**src/rtl/lcd_timing_pkg.sv**
```systemverilog
package lcd_timing_pkg;

  typedef enum logic [1:0] {
    BLINK_OFF  = 2'b00,
    BLINK_FAST = 2'b01,
    BLINK_MID  = 2'b10,
    BLINK_SLOW = 2'b11
  } blink_code_e;

  // nearest-integer division
  function automatic int unsigned round_div(input int unsigned num,
                                            input int unsigned den);
    return (2 * num + den) / (2 * den);
  endfunction

endpackage

```
**src/rtl/slot_divider.sv**
```systemverilog
module slot_divider #(
  parameter int unsigned CNT_W = 7
) (
  input  logic             clk_i,
  input  logic             rst_ni,
  input  logic             run_i,
  input  logic             tick_i,
  input  logic [CNT_W-1:0] ratio_i,
  output logic             wrap_o
);
  logic [CNT_W-1:0] cnt_q;
  logic [CNT_W-1:0] top_w;

  assign top_w  = ratio_i - 1'b1;
  // >= so that a shrinking ratio wraps at the next tick
  assign wrap_o = run_i && tick_i && (cnt_q >= top_w);

  always_ff @(posedge clk_i or negedge rst_ni) begin
    if (!rst_ni)         cnt_q <= '0;
    else if (!run_i)     cnt_q <= '0;
    else if (wrap_o)     cnt_q <= '0;
    else if (tick_i)     cnt_q <= cnt_q + 1'b1;
  end
endmodule

```
**src/rtl/frame_sequencer.sv**
```systemverilog
module frame_sequencer #(
  parameter int unsigned IDX_W = 3
) (
  input  logic             clk_i,
  input  logic             rst_ni,
  input  logic             run_i,
  input  logic             step_i,
  input  logic [IDX_W-1:0] last_i,
  output logic             slot_stb_o,
  output logic             frame_stb_o,
  output logic             frame_par_o
);
  logic [IDX_W-1:0] idx_q;
  logic             slot_q, frame_q, par_q;
  logic             last_hit;

  assign last_hit = idx_q >= last_i;

  always_ff @(posedge clk_i or negedge rst_ni) begin
    if (!rst_ni) begin
      idx_q   <= '0;
      slot_q  <= 1'b0;
      frame_q <= 1'b0;
      par_q   <= 1'b0;
    end else if (!run_i) begin
      idx_q   <= '0;
      slot_q  <= 1'b0;
      frame_q <= 1'b0;
      par_q   <= 1'b0;
    end else begin
      slot_q  <= step_i;
      frame_q <= step_i && last_hit;
      if (step_i) begin
        if (last_hit) begin
          idx_q <= '0;
          par_q <= ~par_q;
        end else begin
          idx_q <= idx_q + 1'b1;
        end
      end
    end
  end

  assign slot_stb_o  = slot_q;
  assign frame_stb_o = frame_q;
  assign frame_par_o = par_q;
endmodule

```
**src/rtl/blink_divider.sv**
```systemverilog
module blink_divider
  import lcd_timing_pkg::*;
#(
  parameter int unsigned BLINK_LOG2 = 14
) (
  input  logic        clk_i,
  input  logic        rst_ni,
  input  logic        run_i,
  input  logic        tick_i,
  input  logic        disp_en_i,
  input  blink_code_e code_i,
  output logic        blank_o
);
  localparam int unsigned CNT_W = BLINK_LOG2 + 2;

  logic [CNT_W-1:0] cnt_q;
  logic [3:0]       tap_w;

  always_ff @(posedge clk_i or negedge rst_ni) begin
    if (!rst_ni)       cnt_q <= '0;
    else if (!run_i)   cnt_q <= '0;
    else if (tick_i)   cnt_q <= cnt_q + 1'b1;
  end

  assign tap_w[0] = 1'b0;
  for (genvar k = 1; k < 4; k++) begin : g_tap
    // code k: full period 2^(BLINK_LOG2+k-1), off in upper half
    assign tap_w[k] = cnt_q[BLINK_LOG2 - 2 + k];
  end

  assign blank_o = !(run_i && disp_en_i) || tap_w[code_i];
endmodule

```
**src/rtl/lcd_frame_timer.sv**
```systemverilog
module lcd_frame_timer
  import lcd_timing_pkg::*;
#(
  parameter int unsigned FSYS_HZ    = 32768,
  parameter int unsigned FRAME_HZ   = 80,
  parameter int unsigned SLOTS_LO   = 4,
  parameter int unsigned SLOTS_HI   = 8,
  parameter int unsigned BLINK_LOG2 = 14
) (
  input  logic       clk_i,
  input  logic       rst_ni,
  input  logic       tick_i,
  input  logic       osc_en_i,
  input  logic       disp_en_i,
  input  logic       fast_frame_i,
  input  logic       duty8_i,
  input  logic [1:0] blink_i,
  output logic       slot_stb_o,
  output logic       frame_stb_o,
  output logic       frame_par_o,
  output logic       blank_o
);
  localparam int unsigned DIV_S4 = round_div(FSYS_HZ, FRAME_HZ * SLOTS_LO);
  localparam int unsigned DIV_S8 = round_div(FSYS_HZ, FRAME_HZ * SLOTS_HI);
  localparam int unsigned DIV_F4 = round_div(FSYS_HZ, 2 * FRAME_HZ * SLOTS_LO);
  localparam int unsigned DIV_F8 = round_div(FSYS_HZ, 2 * FRAME_HZ * SLOTS_HI);
  localparam int unsigned CNT_W  = $clog2(DIV_S4 + 1);
  localparam int unsigned IDX_W  = $clog2(SLOTS_HI);

  logic [CNT_W-1:0] ratio_w;
  logic [IDX_W-1:0] last_w;
  logic             wrap_w;

  always_comb begin
    unique case ({fast_frame_i, duty8_i})
      2'b00:   ratio_w = CNT_W'(DIV_S4);
      2'b01:   ratio_w = CNT_W'(DIV_S8);
      2'b10:   ratio_w = CNT_W'(DIV_F4);
      default: ratio_w = CNT_W'(DIV_F8);
    endcase
  end

  assign last_w = duty8_i ? IDX_W'(SLOTS_HI - 1) : IDX_W'(SLOTS_LO - 1);

  slot_divider #(.CNT_W(CNT_W)) u_div (
    .clk_i  (clk_i),
    .rst_ni (rst_ni),
    .run_i  (osc_en_i),
    .tick_i (tick_i),
    .ratio_i(ratio_w),
    .wrap_o (wrap_w)
  );

  frame_sequencer #(.IDX_W(IDX_W)) u_seq (
    .clk_i      (clk_i),
    .rst_ni     (rst_ni),
    .run_i      (osc_en_i),
    .step_i     (wrap_w),
    .last_i     (last_w),
    .slot_stb_o (slot_stb_o),
    .frame_stb_o(frame_stb_o),
    .frame_par_o(frame_par_o)
  );

  blink_divider #(.BLINK_LOG2(BLINK_LOG2)) u_blink (
    .clk_i    (clk_i),
    .rst_ni   (rst_ni),
    .run_i    (osc_en_i),
    .tick_i   (tick_i),
    .disp_en_i(disp_en_i),
    .code_i   (blink_code_e'(blink_i)),
    .blank_o  (blank_o)
  );
endmodule

```
**config.mk**
```make
export PLATFORM = sky130hd
export DESIGN_NAME = lcd_frame_timer
export DESIGN_NICKNAME = d
export VERILOG_FILES = /design/src/rtl/lcd_timing_pkg.sv /design/src/rtl/slot_divider.sv /design/src/rtl/frame_sequencer.sv /design/src/rtl/blink_divider.sv /design/src/rtl/lcd_frame_timer.sv
export SDC_FILE = /design/constraint.sdc
export NUM_CORES = 1
export LEC_CHECK = 0
export BUFFER_PORTS_ARGS = -buffer_cell sky130_fd_sc_hd__buf_2
export CELL_PAD_IN_SITES_DETAIL_PLACEMENT = 2
export CELL_PAD_IN_SITES_GLOBAL_PLACEMENT = 2
export CORE_MARGIN = 1.5
export CORE_UTILIZATION = 35
export CTS_CLUSTER_DIAMETER = 120
export DETAILED_ROUTE_END_ITERATION = 10
export GPL_ROUTABILITY_DRIVEN = 1
export PLACE_DENSITY_LB_ADDON = 0.2
export SYNTH_ARGS = -nofsm -noshare
export SYNTH_HDL_FRONTEND = slang
export SYNTH_SLANG_ARGS = --single-unit
```
**constraint.sdc**
```tcl
create_clock -name clk_i -period 1.6 [get_ports clk_i]
set_input_delay 0.32 -clock clk_i [delete_from_list [all_inputs] [get_ports clk_i]]
set_output_delay 0.32 -clock clk_i [all_outputs]
set_load 0.1 [all_outputs]
```
==> results of run 1 <==
## stage by stage
stage / utilization / TNS [ps]
floorplan: - / -682.5
global placement: 0.4352 / -4185
detailed placement: 0.4352 / -5152
CTS: 0.4787 / -638.9
global route: 0.4824 / -1609
finish: 0.4824 / -668.9
## power groups by stage
stage | registers [uW] | clock network [uW] | logic [uW]
global route | 752 | 639 | 244
floorplan | 766 | 0 | 110
CTS | 751 | 616 | 219
finish | 752 | 590 | 225
detailed placement | 765 | 0 | 194
global placement | 764 | 0 | 180
## kinds of logic (layout without fill, tap and decap cells)
| group | count (synthesis) | in the layout | synth area share |
|---|---|---|---|
| muxes | 4 | 4 | 0.02339 |
| and+or+nand+nor | 72 | 72 | 0.2566 |
| xor gates and xnor gates | 17 | 17 | 0.08699 |
| adders and majority gates | 13 | 13 | 0.09503 |
| AOI/OAI and AO/OA | 21 | 21 | 0.08480 |
| buffers and inverters | 13 | 49 | 0.02924 |
| DFF | 29 | 29 | 0.4240 |
## per-layer routing
| layer | vias to the layer above | wire length, microns | track usage |
|---|---|---|---|
| met4 | 0 | 31 | 0.03145 |
| met5 | - | 0 | 0 |
| met3 | 4 | 100 | 0.04144 |
| met1 | 720 | 2144 | 0.2639 |
| met2 | 14 | 2434 | 0.3282 |
| li1 | 655 | - | - |
## sequential cells by signal, indices dropped and copies added (netlist names)
signal,count
u_div.cnt_q,7
u_seq.idx_q,3
u_seq.frame_stb_o,1
u_seq.frame_par_o,1
u_blink.cnt_q,16
u_seq.slot_stb_o,1
## cell type report
cell class / instances / area (sq um)
Timing Repair Buffer: 33 / 256.5
Sequential cell: 29 / 725.7
Clock buffer: 5 / 68.82
Tap cell: 67 / 83.83
Clock inverter: 3 / 17.52
Inverter: 8 / 47.55
Fill cell: 487 / 2445
Multi-Input combinational cell: 127 / 1079
## cells in the final DEF (no fill, tap or decap), types with 3 or more instances in the layout
cell       n
a21o_1     4
and2_1    14
and4_1     3
buf_2      9
buf_4     20
clkbuf_8   5
dfrtp_1   29
ha_1       8
ha_4       5
inv_2      3
mux2i_1    4
nand2_1   13
nand2b_1   3
nand3_1    8
nand4_1    6
nor2_2     5
nor2b_1    4
xnor2_1    9
xor2_1     8
## worst min path at each step
stage,slack (ps),startpoint,to,cells past startpoint
2_1_floorplan,20,rst_ni,u_blink.cnt_q[0],0
3_3_place_gp,390,rst_ni,u_div.cnt_q[6],1
3_5_place_dp,400,rst_ni,u_div.cnt_q[4],1
4_1_cts,100,rst_ni,u_div.cnt_q[3],1
5_1_grt,120,rst_ni,u_div.cnt_q[4],1
6_report,80,rst_ni,u_div.cnt_q[4],1
## repair_timing
item / 4_1_cts / 5_1_grt
setup endpoints to repair: 13 / 15
pin swaps: 12 / 1
setup buffers: 2 / 1
resized for setup: 23 / 2
## worst register-to-register path, cell delays in order, from the launching register on
cell and delay, ps:
dfrtp_1 390, inv_2 60, ha_4 260, nand2b_4 120
a31oi_4 110, o21ai_4 290, o211ai_1 140, a32o_1 270
==> results.md, run 1 <==
Run status:
- The flow ran to the end, but the final reports show violations.
- The checks that failed: setup timing.

Critical path:
- The worst reg2reg path startpoint is u_div.cnt_q[0].
- The kind of end point of the critical path is a flip-flop.
- By startpoint and endpoint, the worst setup path is classified as flip-flop to flip-flop.
- The end point of the critical path is u_seq.idx_q[2].
- The maximum fanout along the worst path is 6.
- The data arrival time of the worst path is 1900 ps.
- The required time of the critical path is 1770 ps.
- The slack of the worst reg-to-reg path is -140 ps.
- The signal on the critical path passes through inv_2 > ha_4 > nand2b_4 > a31oi_4 > o21ai_4 > o211ai_1 > a32o_1.
- The slowest stage of the critical path is the dfrtp_1 cell.
- Grouping stages by cell kind, the critical path spends the most delay in compound AO/OA/AOI/OAI gates.
- The critical path crosses 7 cells after its start point.
- In this run the worst setup path begins at u_div.cnt_q[0].
- The buffers plus inverters on the worst setup path is 1.
- The endpoint identified for the worst register-to-register timing path is u_seq.idx_q[2].
- The delay of the slowest cell on the worst path is 390 ps.
- Measured in cells, the most critical reg-to-reg path has a length of 7.
- The sort of element at the start of the critical path is a flip-flop.

Yosys:
- The primary flip-flop cell chosen by synthesis mapping is dfrtp_1.
- The number of synthesized register bits is 29.
- By area the synthesized netlist is led by dfrtp_1 (42%), ha_1 (9.5%), and2_1 (5.1%).
- Sorting the synthesized cells by how often they occur yields dfrtp_1 (29), and2_1 (14), ha_1 (13), nand2_1 (13).
- The count of flip-flops with a built-in enable after synthesis is 0.
- The share of synthesized area in the top cell type comes to 0.4240.
- dfrtp_1 takes more of the synthesized area than any other cell.
- The post-synth net total is 191.
- The portion of the post-synthesis area used by sequential elements is 0.4240.
- The cell count after synthesis is 169.
- Yosys instantiated no cell more often than dfrtp_1.
- The count of different cell masters after synthesis is 37.
- The share of flip-flops with an asynchronous set or reset is 1.000.
- The synthesized netlist occupies a cell area of 1712 sq um.
- The Yosys step of the flow raised 0 warnings.
- The average instance area after synthesis is 10.13 sq um.

Detailed routing:
- The vias per cell is 5.121.
- The initial detailed-routing violation count is 39.
- In the routed design, unresolved DRC markers number 0.
- The total routed wirelength is 4710 microns.
- The first detailed-routing pass ran for 4 iterations.
- Dividing the detail-routed wire length by the instance count gives 17.32 microns.
- The total via count in the routed design is 1393.
- The count of nets left with antenna violations once routing finished came out at 0.

Placed design:
- Timing analysis after detailed placement gives a worst setup slack of -490.1 ps.
- Including well taps, the total number of placed cells is 261.
- The last weighted congestion value of the routability-driven placer is 0.7523.
- Port buffering added 12 buffers.
- The post-place instance area is 2056 sq um.
- Once detailed placement completed, the half-perimeter wirelength came to 3472 microns.

Pwr:
- The leakage component of the power is 0.001070 uW.
- The power density of the placed cells is 687.9 nW/um^2.
- The total design power is 1567 uW.
- The analysis attributes to net switching a power of 423.2 uW.
- Of the total power, the clock network draws 0.377.
- The worst-case IR drop observed on VDD is 0.5078 mV.
- The internal power of the cells totals 1144 uW.
- The share of power burned in combinational logic is 0.144.
- The sequential fraction of design power is 0.480.
- Of the total power, the share spent switching nets is 0.2700.

CTS:
- The tree is rooted in a clkbuf_8.
- The later-pin clock latency in the skew report is 270 ps.
- The clock passes through at most 2 buffers.
- The count of hold-fix buffers inserted at cts is 0.
- CTS built an H-tree with a depth of 2.
- The number of clock buffers added by TritonCTS is 5.
- The clock tree from TritonCTS is yes.
- The clock net in this run drives a total of 29 sinks.
- The clock slew seen by the registers of the worst setup and hold paths is 70 ps.

Floorplan:
- The total area inside the core boundary comes to 4723 sq um.
- The initial utilization of the core area, before any placement, comes to 0.3624.
- During I/O placement, the number of pins put on the boundary was 13.
- The total die area is 5319 sq um.
- Measured along the x axis, the die boundary spans 72.93 microns.
- The site row count is 25.
- From bottom edge to top edge, the die measures 72.93 microns.

STA:
- The smallest hold slack is 83.92 ps.
- The actual transition at the worst max-transition pin is 680.3 ps.
- Measured against its own limit, the worst slew margin works out to 0.5465.
- Of the available clock period, the critical path in the final layout requires 1.085.
- The number of failing hold endpoints at the final stage is 0.
- The max-slew violation count was 0.
- The worst clock skew on the final layout is 6.077 ps.
- After layout, the minimum clock period comes to 1736 ps.
- Setup violations remaining at the end of the flow were counted as 10.
- Setup repair after global routing could not meet its margin everywhere.
- The final critical-path setup slack is -135.7 ps.
- The maximum achievable frequency is 576.1 MHz.

Global route:
- The via count of the first global-routing pass is 1525.
- The pin count of the biggest net entering global routing is 30.
- The overall overflow remaining after global route is 0.
- The number of antenna violations at the first check in global routing came to 0.
- The wire length of the first global-routing pass is 7810 microns.
- For this run, the total global-route usage over all layers was measured as 0.1955.

Cells and area:
- The final antenna diode count is 0.
- Of the cells placed in the final design, the portion with a size suffix greater than 1 is 0.3463.
- The post-route non-filler standard cell count is 272.
- The layout overhead on the synthesized area is 33.11%.
- For this run, the post-layout net count is 226.
- The final cell area excluding filler cells is 2278 sq um.

Hold path:
- The tightest min-delay check is of the input pin to asynchronous set/reset pin type.

Job:
- Across the run, the number of max-cap violations was 0.
No activity file was read; power rests on OpenSTA's default activity.
==> run 2: changes to the inputs <==
--- a/config.mk
+++ b/config.mk
@@ -9,7 +9,8 @@
 export CELL_PAD_IN_SITES_DETAIL_PLACEMENT = 2
 export CELL_PAD_IN_SITES_GLOBAL_PLACEMENT = 2
 export CORE_MARGIN = 1.5
-export CORE_UTILIZATION = 35
+export CORE_UTILIZATION = 36
+export CTS_BUF_LIST = sky130_fd_sc_hd__clkbuf_4 sky130_fd_sc_hd__clkbuf_8
 export CTS_CLUSTER_DIAMETER = 120
 export DETAILED_ROUTE_END_ITERATION = 10
 export GPL_ROUTABILITY_DRIVEN = 1
==> run 2 against run 1 <==
The flow still finishes with violations (setup timing). Global-route usage rose by 0.23 points. Routed wire length rose by 0.98%. Utilization rose by 2.1 points. Count of clock-buffer cells in the layout rose by 1. First-iteration DRC count rose by 21%. Sequential share of layout area rose by 0.39 points. Sequential cell count did not move. Die area fell by 2.7%. Via count fell by 0.79%. Clock power rose by 3%. Fmax rose by 2.0%. Hold slack got worse by 21 ps.
==> results.md, run 2 (same netlist as run 1, synthesis figures left out) <==
Floorplan:
- The die width is 71.96 microns.
- The number of ports placed on the die boundary is 13.
- The height of the chip is 71.96 microns.
- The site row count is 24.
- In this run the standard cell core region covers 4474 sq um.
- The die covers 5178 sq um.
- The starting density of the core is 0.3826.

STA:
- At the pin with the least slew margin, the transition time is 660.7 ps.
- The max-slew violation count is 0.
- Of the available clock period, the critical path in the final layout requires 1.063.
- Derived from the worst setup path, the maximum achievable clock frequency is 587.7 MHz.
- The number of failing hold endpoints at the final stage is 0.
- The total of endpoints with negative setup slack in the final report is 9.
- The summed negative setup slack over all endpoints is -342.6 ps.
- The relative slew slack is 0.5595.
- Setup repair after global routing could not meet its margin everywhere.
- The worst path in the final design needs a cycle of 1702 ps, including I/O delays and setup.
- The final critical-path setup slack is -101.5 ps.
- Clock skew on the completed layout was measured at 4.192 ps.

CTS:
- For this design, the sink count on the clock tree is 29.
- CTS placed an instance of clkbuf_8 at the clock tree root.
- Clock tree synthesis inserted a total of 5 buffers.
- The later-pin clock latency in the skew report is 280 ps.
- The H-tree was split into 2 levels.
- In this run the deepest clock path goes through 2 buffers.
- Clock-pin slew was measured on the worst setup and hold paths at 70 ps.
- TritonCTS built the clock tree.
- The number of hold buffers added after CTS was 0.

Cells and area:
- The proportion of layout cells with a drive suffix above 1 is 0.3448.
- The final antenna diode count is 0.
- Ranked by flip-flop count, first place goes to u_blink.cnt_q.
- For this run, the post-layout net count is 224.
- The final cell area excluding filler cells is 2251 sq um.
- The most common cell after layout, fill and taps aside is dfrtp_1.
- The library cells used most frequently in the layout, excluding fill and tap cells, are dfrtp_1 (29), buf_4 (19), and2_1 (14).
- At the end of the flow the core is filled with cells to 0.5031.
- The largest registers in the layout are u_blink.cnt_q: 16 flops, u_div.cnt_q: 7 flops, u_seq.idx_q: 3 flops.
- The layout overhead on the synthesized area is 31.51%.
- The number of flip-flops in the largest register is 16.

Placed design:
- The number of I/O port buffers is 12.
- The detailed-placement wirelength estimate is 3225 microns.
- Summing all placed instances gives a cell area of 2014 sq um.
- At the placement stage, the worst setup path has a slack of -506.2 ps.
- Routability-driven placement finished with a final weighted congestion of 0.7074.

Detailed routing:
- In the routed design, unresolved DRC markers number 0.
- After detailed routing, the average wire length per cell comes to 18.65 microns.
- The total routed wirelength is 4756 microns.
- The first detailed-routing pass took 4 iterations.
- The final route contains 1382 vias.
- The detail route stage leaves a number of antenna-violating nets equal to 0.
- The initial detailed-routing violation count is 47.
- The vias per cell is 5.420.

Critical path:
- The standard cell with the maximum stage delay on the critical path is dfrtp_1.
- Tracing the worst setup path back leads to its startpoint at u_div.cnt_q[6].
- The worst reg2reg path startpoint is u_div.cnt_q[6].
- The kind of end point of the critical path is a flip-flop.
- Walking the worst path, the cells encountered are ha_4 > nand4_1 > o21ai_4 > o211ai_1 > a32o_1.
- The maximum fanout along the worst path is 6.
- Data arrives at the worst endpoint at 1870 ps.
- The critical path contains buffers and inverters numbering 0 combined.
- The worst setup path is launched from a flip-flop.
- Data on the critical path is required at its endpoint by 1770 ps.
- In this design, the stage delay of the slowest critical-path cell is 410 ps.
- Among cell families on the critical path, the largest total delay comes from compound AO/OA/AOI/OAI gates.
- By startpoint and endpoint, the worst setup path is classified as flip-flop to flip-flop.

Global route:
- The wire length of the first global-routing pass is 7693 microns.
- The overall fraction of global-route tracks in use is 0.1978.
- The pin count of the biggest net entering global routing is 30.
- The overall overflow remaining after global route is 0.
- The number of antenna violations at the first check in global routing is 0.
- The via count of the first global-routing pass is 1558.

Pwr:
- In this run the static leakage power is 0.001062 uW.
- IR analysis of the VDD net gives a maximum drop of 0.3813 mV.
- The total design power is 1575 uW.
- In this run the power density over the cells is 699.6 nW/um^2.

Hold path:
- The tightest min-delay check is of the input pin to asynchronous set/reset pin type.

Job:
- The number of maximum-capacitance violations is 0.

Run status:
- The flow ran to the end, but the final reports show violations.
- The final reports fail on setup timing.
==> run 2: repair_timing <==
| action | in CTS | in global routing |
|---|---|---|
| endpoints found under the setup margin | 13 | 16 |
| pin swaps | 8 | 5 |
| resized for setup | 18 | 6 |
| setup buffers | 1 | 4 |
==> run 2: metrics by stage <==
stage | std cells | hold slack (ps)
floorplan | 169 | 24.41
global placement | 243 | 390.6
detailed placement | 243 | 402.2
CTS | 251 | 94.79
global route | 255 | 119.1
finish | 255 | 63.02
==> run 2: layer usage <==
layer	global-route usage	wire, microns	vias up
met4	0.06289	52	0
met2	0.3560	2489	29
met3	0.04861	131	8
met1	0.2311	2083	694
li1	-	-	651
met5	0	0	-
==> run 2: power breakdown <==
group / switching (uW) / total (uW) / internal, uW
Combinational: 123 / 217 / 93.6
Clock: 287 / 605 / 318
Sequential: 9.65 / 753 / 743
==> run 2: final timing paths <==
path	slack [ps]	end	cells past startpoint
setup / recovery	-100	u_seq.idx_q[2]	5
hold / removal	60	u_div.cnt_q[6]	1
setup reg to reg	-100	u_seq.idx_q[2]	5
hold reg to reg	570	u_seq.idx_q[2]	1
max in group asynchronous	1100	u_seq.frame_par_o	1
min in group clk_i	500	u_div.cnt_q[2]	4
==> run 2: worst register-to-register path: stages (launching register included) <==
cell      delay, ps
dfrtp_1         410
ha_4            300
nand4_1         180
o21ai_4         290
o211ai_1        130
a32o_1          270
==> run 2: layout make-up <==
type	count	area [sq um]
flip-flops and latches	29	725.7
multi-input cells	127	1099
repair buffers	31	230.2
well taps	52	65.06
clock buffers	6	76.32
clock inverters	2	10.01
inverters	8	45.04
fillers	454	2223
==> run 3: changes to the inputs <==
--- a/config.mk
+++ b/config.mk
@@ -15,6 +15,7 @@
 export DETAILED_ROUTE_END_ITERATION = 10
 export GPL_ROUTABILITY_DRIVEN = 1
 export PLACE_DENSITY_LB_ADDON = 0.2
+export SKIP_CTS_REPAIR_TIMING = 1
 export SYNTH_ARGS = -nofsm -noshare
 export SYNTH_HDL_FRONTEND = slang
 export SYNTH_SLANG_ARGS = --single-unit
==> run 3 against run 2 <==
The flow still finishes with violations (setup timing). Sequential share of layout area decreased by 0.95 points. First-iteration DRC count up 36%. Critical path type is now input pin to flip-flop. Worst setup slack got worse by 95 ps. Largest cell class unchanged.
==> results.md, run 3 (same netlist as run 1, synthesis figures left out) <==
Run status:
- The flow ran to the end, but the final reports show violations.
- The final reports fail on setup timing.

STA:
- The final critical-path setup slack is -196.7 ps.
- For the pin with the worst max-slew slack, the measured transition is 691.9 ps.
- For the finished layout, the period the worst path requires is 1797 ps.
- Setup repair after global routing could not meet its margin everywhere.
- The max-slew violation count is 0.
- On the final layout, the worst clock skew is 4.705 ps.
- Static timing analysis puts the maximum clock frequency at 556.6 MHz.
- Setup violations remaining at the end of the flow were counted as 12.
- Measured against its own limit, the worst slew margin works out to 0.5387.
- The number of failing hold endpoints at the final stage is 0.
- In the finished design, the share of the clock period the worst path needs comes to 1.123.

Cells and area:
- The final antenna diode count is 0.
- For this run, the share of the core covered by cells in the final layout is 0.5193.
- In the layout the commonest cells are dfrtp_1 (28), buf_4 (23), and2_1 (14).
- The register ranked first by flip-flop count is u_blink.cnt_q.
- The final cell area excluding filler cells is 2323 sq um.
- The final layout contains 228 nets.
- In the final layout, the registers with the most flip-flops are u_blink.cnt_q: 16 flops, u_div.cnt_q: 7 flops, u_seq.idx_q: 3 flops.
- The layout overhead on the synthesized area is 35.75%.
- The number of flip-flops in the largest register is 16.
- Of the cells placed in the final design, the portion with a size suffix greater than 1 is 0.3865.
- The library cell used most frequently in the layout, excluding fill and tap cells, is dfrtp_1.

CTS:
- The CTS buffer count is 5.
- The clock slew seen by the registers of the worst setup and hold paths is 70 ps.
- The number of levels in the clock H-tree is 2.
- The cell sitting at the root of the clock tree is a clkbuf_8.
- The buffer depth of the longest clock path is 2.
- The clock drives 29 sinks.
- TritonCTS built the clock tree.
- The clock reaches the later pin of the worst-skew pair after 280 ps.

Hold path:
- In this run the worst hold path is classified as input pin to asynchronous set/reset pin.

Job:
- The number of maximum-capacitance violations is 0.

Detailed routing:
- Dividing the detail-routed wire length by the instance count gives 21.15 microns.
- The detail route stage leaves a number of antenna-violating nets equal to 0.
- In the routed layout, each cell is associated on average with a via count of 5.475.
- The initial detailed-routing violation count is 64.
- Wires add up to 5478 microns.
- The remaining routing DRC violations is 0.
- The number of optimization iterations in the first detailed-route pass is 4.
- The routed layout has 1418 vias.

Floorplan:
- The number of ports placed on the die boundary is 13.
- The total die area is 5178 sq um.
- In this run the vertical extent of the chip is 71.96 microns.
- The site row count is 24.
- The initial utilization of the core area, before any placement, comes to 0.3826.
- The die width is 71.96 microns.
- The area of the core is 4474 sq um.

Global route:
- The first global-routing pass estimated 7389 microns of wire.
- Across every metal layer, demand over resource in global routing totals 0.1892.
- The overall overflow remaining after global route is 0.
- In the global route stage, met3 resource usage came out at 0.04722.
- In the global route stage, met2 resource usage came out at 0.3333.
- The number of antenna violations at the first check in global routing is 0.
- The via count of the first global-routing pass is 1528.
- Entering global routing, the biggest net connects 30 pins.
- In this run the most used layer during global routing was met2.
- The global-route track usage on met1 is 0.2249.

Critical path:
- The critical path is of the input pin to flip-flop type.
- The sort of element at the start of the critical path is an input pin.
- At the worst endpoint, the required time is 1820 ps.
- The standard cell with the maximum stage delay on the critical path is ha_4.
- The delay of the slowest cell on the worst path is 260 ps.
- The kind of end point of the critical path is a flip-flop.
- Counting stages on the worst path, the most repeated cell is ha_4.
- The maximum fanout along the worst path is 6.
- For the worst setup path, the data arrival time is 2020 ps.
- Traced cell by cell, the critical path runs through buf_6 > inv_8 > ha_4 > inv_4 > ha_4 > nand2b_4 > a31oi_4 > o21ai_4 > buf_4 > o31ai_4 > a22o_1.

Pwr:
- The total design power is 1602 uW.
- The worst supply voltage drop on vdd is 0.4222 mV.
- The analysis attributes to cell leakage a power of 0.001080 uW.
- In this run the power density over the cells is 689.4 nW/um^2.

Placed design:
- The last weighted congestion value of the routability-driven placer is 0.7074.
- The number of I/O port buffers is 12.
- The post-place instance area is 2014 sq um.
- The detailed-placement wirelength estimate is 3225 microns.
==> run 3: cell count changes in the layout (fill, tap and decap cells not counted), moves of 2 or more <==
| cell | change |
|---|---|
| ha_1 | -3 |
| nor2_2 | +2 |
| buf_4 | +4 |
| ha_2 | +2 |
| nor2_1 | -2 |
==> run 3: final cells by class <==
class                           count  area (sq um)
Sequential cell                    29         726.9
Fill cell                         458          2151
Clock inverter                      2         10.01
Inverter                            8         47.55
Clock buffer                        6         76.32
Multi-Input combinational cell    127          1134
Tap cell                           52         65.06
Timing Repair Buffer               35         264.0
==> run 3: final timing paths <==
| check | startpoint | endpoint | slack, ps | cells after the start |
|---|---|---|---|---|
| min reg2reg | u_seq.idx_q[1] | u_seq.idx_q[1] | 580 | 2 |
| max reg2reg | u_div.cnt_q[2] | u_div.cnt_q[2] | -170 | 7 |
| min | rst_ni | u_div.cnt_q[6] | 80 | 1 |
| min in group clk_i | tick_i | u_seq.idx_q[0] | 530 | 4 |
| max | duty8_i | u_div.cnt_q[2] | -200 | 11 |
| max in group asynchronous | rst_ni | u_div.cnt_q[4] | 1040 | 1 |
==> run 3: critical path: cells and delay by family <==
| kind | cells | cell delay [ps] |
|---|---|---|
| and+or+nand+nor | 1 | 150 |
| AOI/OAI and AO/OA | 4 | 720 |
| adders and majority gates | 2 | 480 |
| buffers and inverters | 4 | 340 |
==> run 3: metal layers <==
| layer | up-vias | part of all wire |
|---|---|---|
| met5 | - | 0 |
| met4 | 0 | 0.017 |
| met3 | 8 | 0.029 |
| met2 | 28 | 0.52 |
| met1 | 720 | 0.43 |
| li1 | 662 | - |
==> run 3: metrics by stage <==
| step | cells | setup WS, ps | hold slack (ps) | setup TNS [ps] |
|---|---|---|---|---|
| 4_1_cts | 251 | -226.0 | 94.79 | -1651 |
| 6_report | 259 | -196.7 | 78.68 | -868.7 |
| 3_3_place_gp | 243 | -439.8 | 390.6 | -4155 |
| 3_5_place_dp | 243 | -506.2 | 402.2 | -5280 |
| 2_1_floorplan | 169 | -135.4 | 24.41 | -682.5 |
| 5_1_grt | 259 | -238.6 | 116.9 | -1410 |
==> run 3: where the power goes <==
group	switching, uW	internal, uW
Clock	287	318
Combinational	139	106
Sequential	9.51	743
Total	435	1170
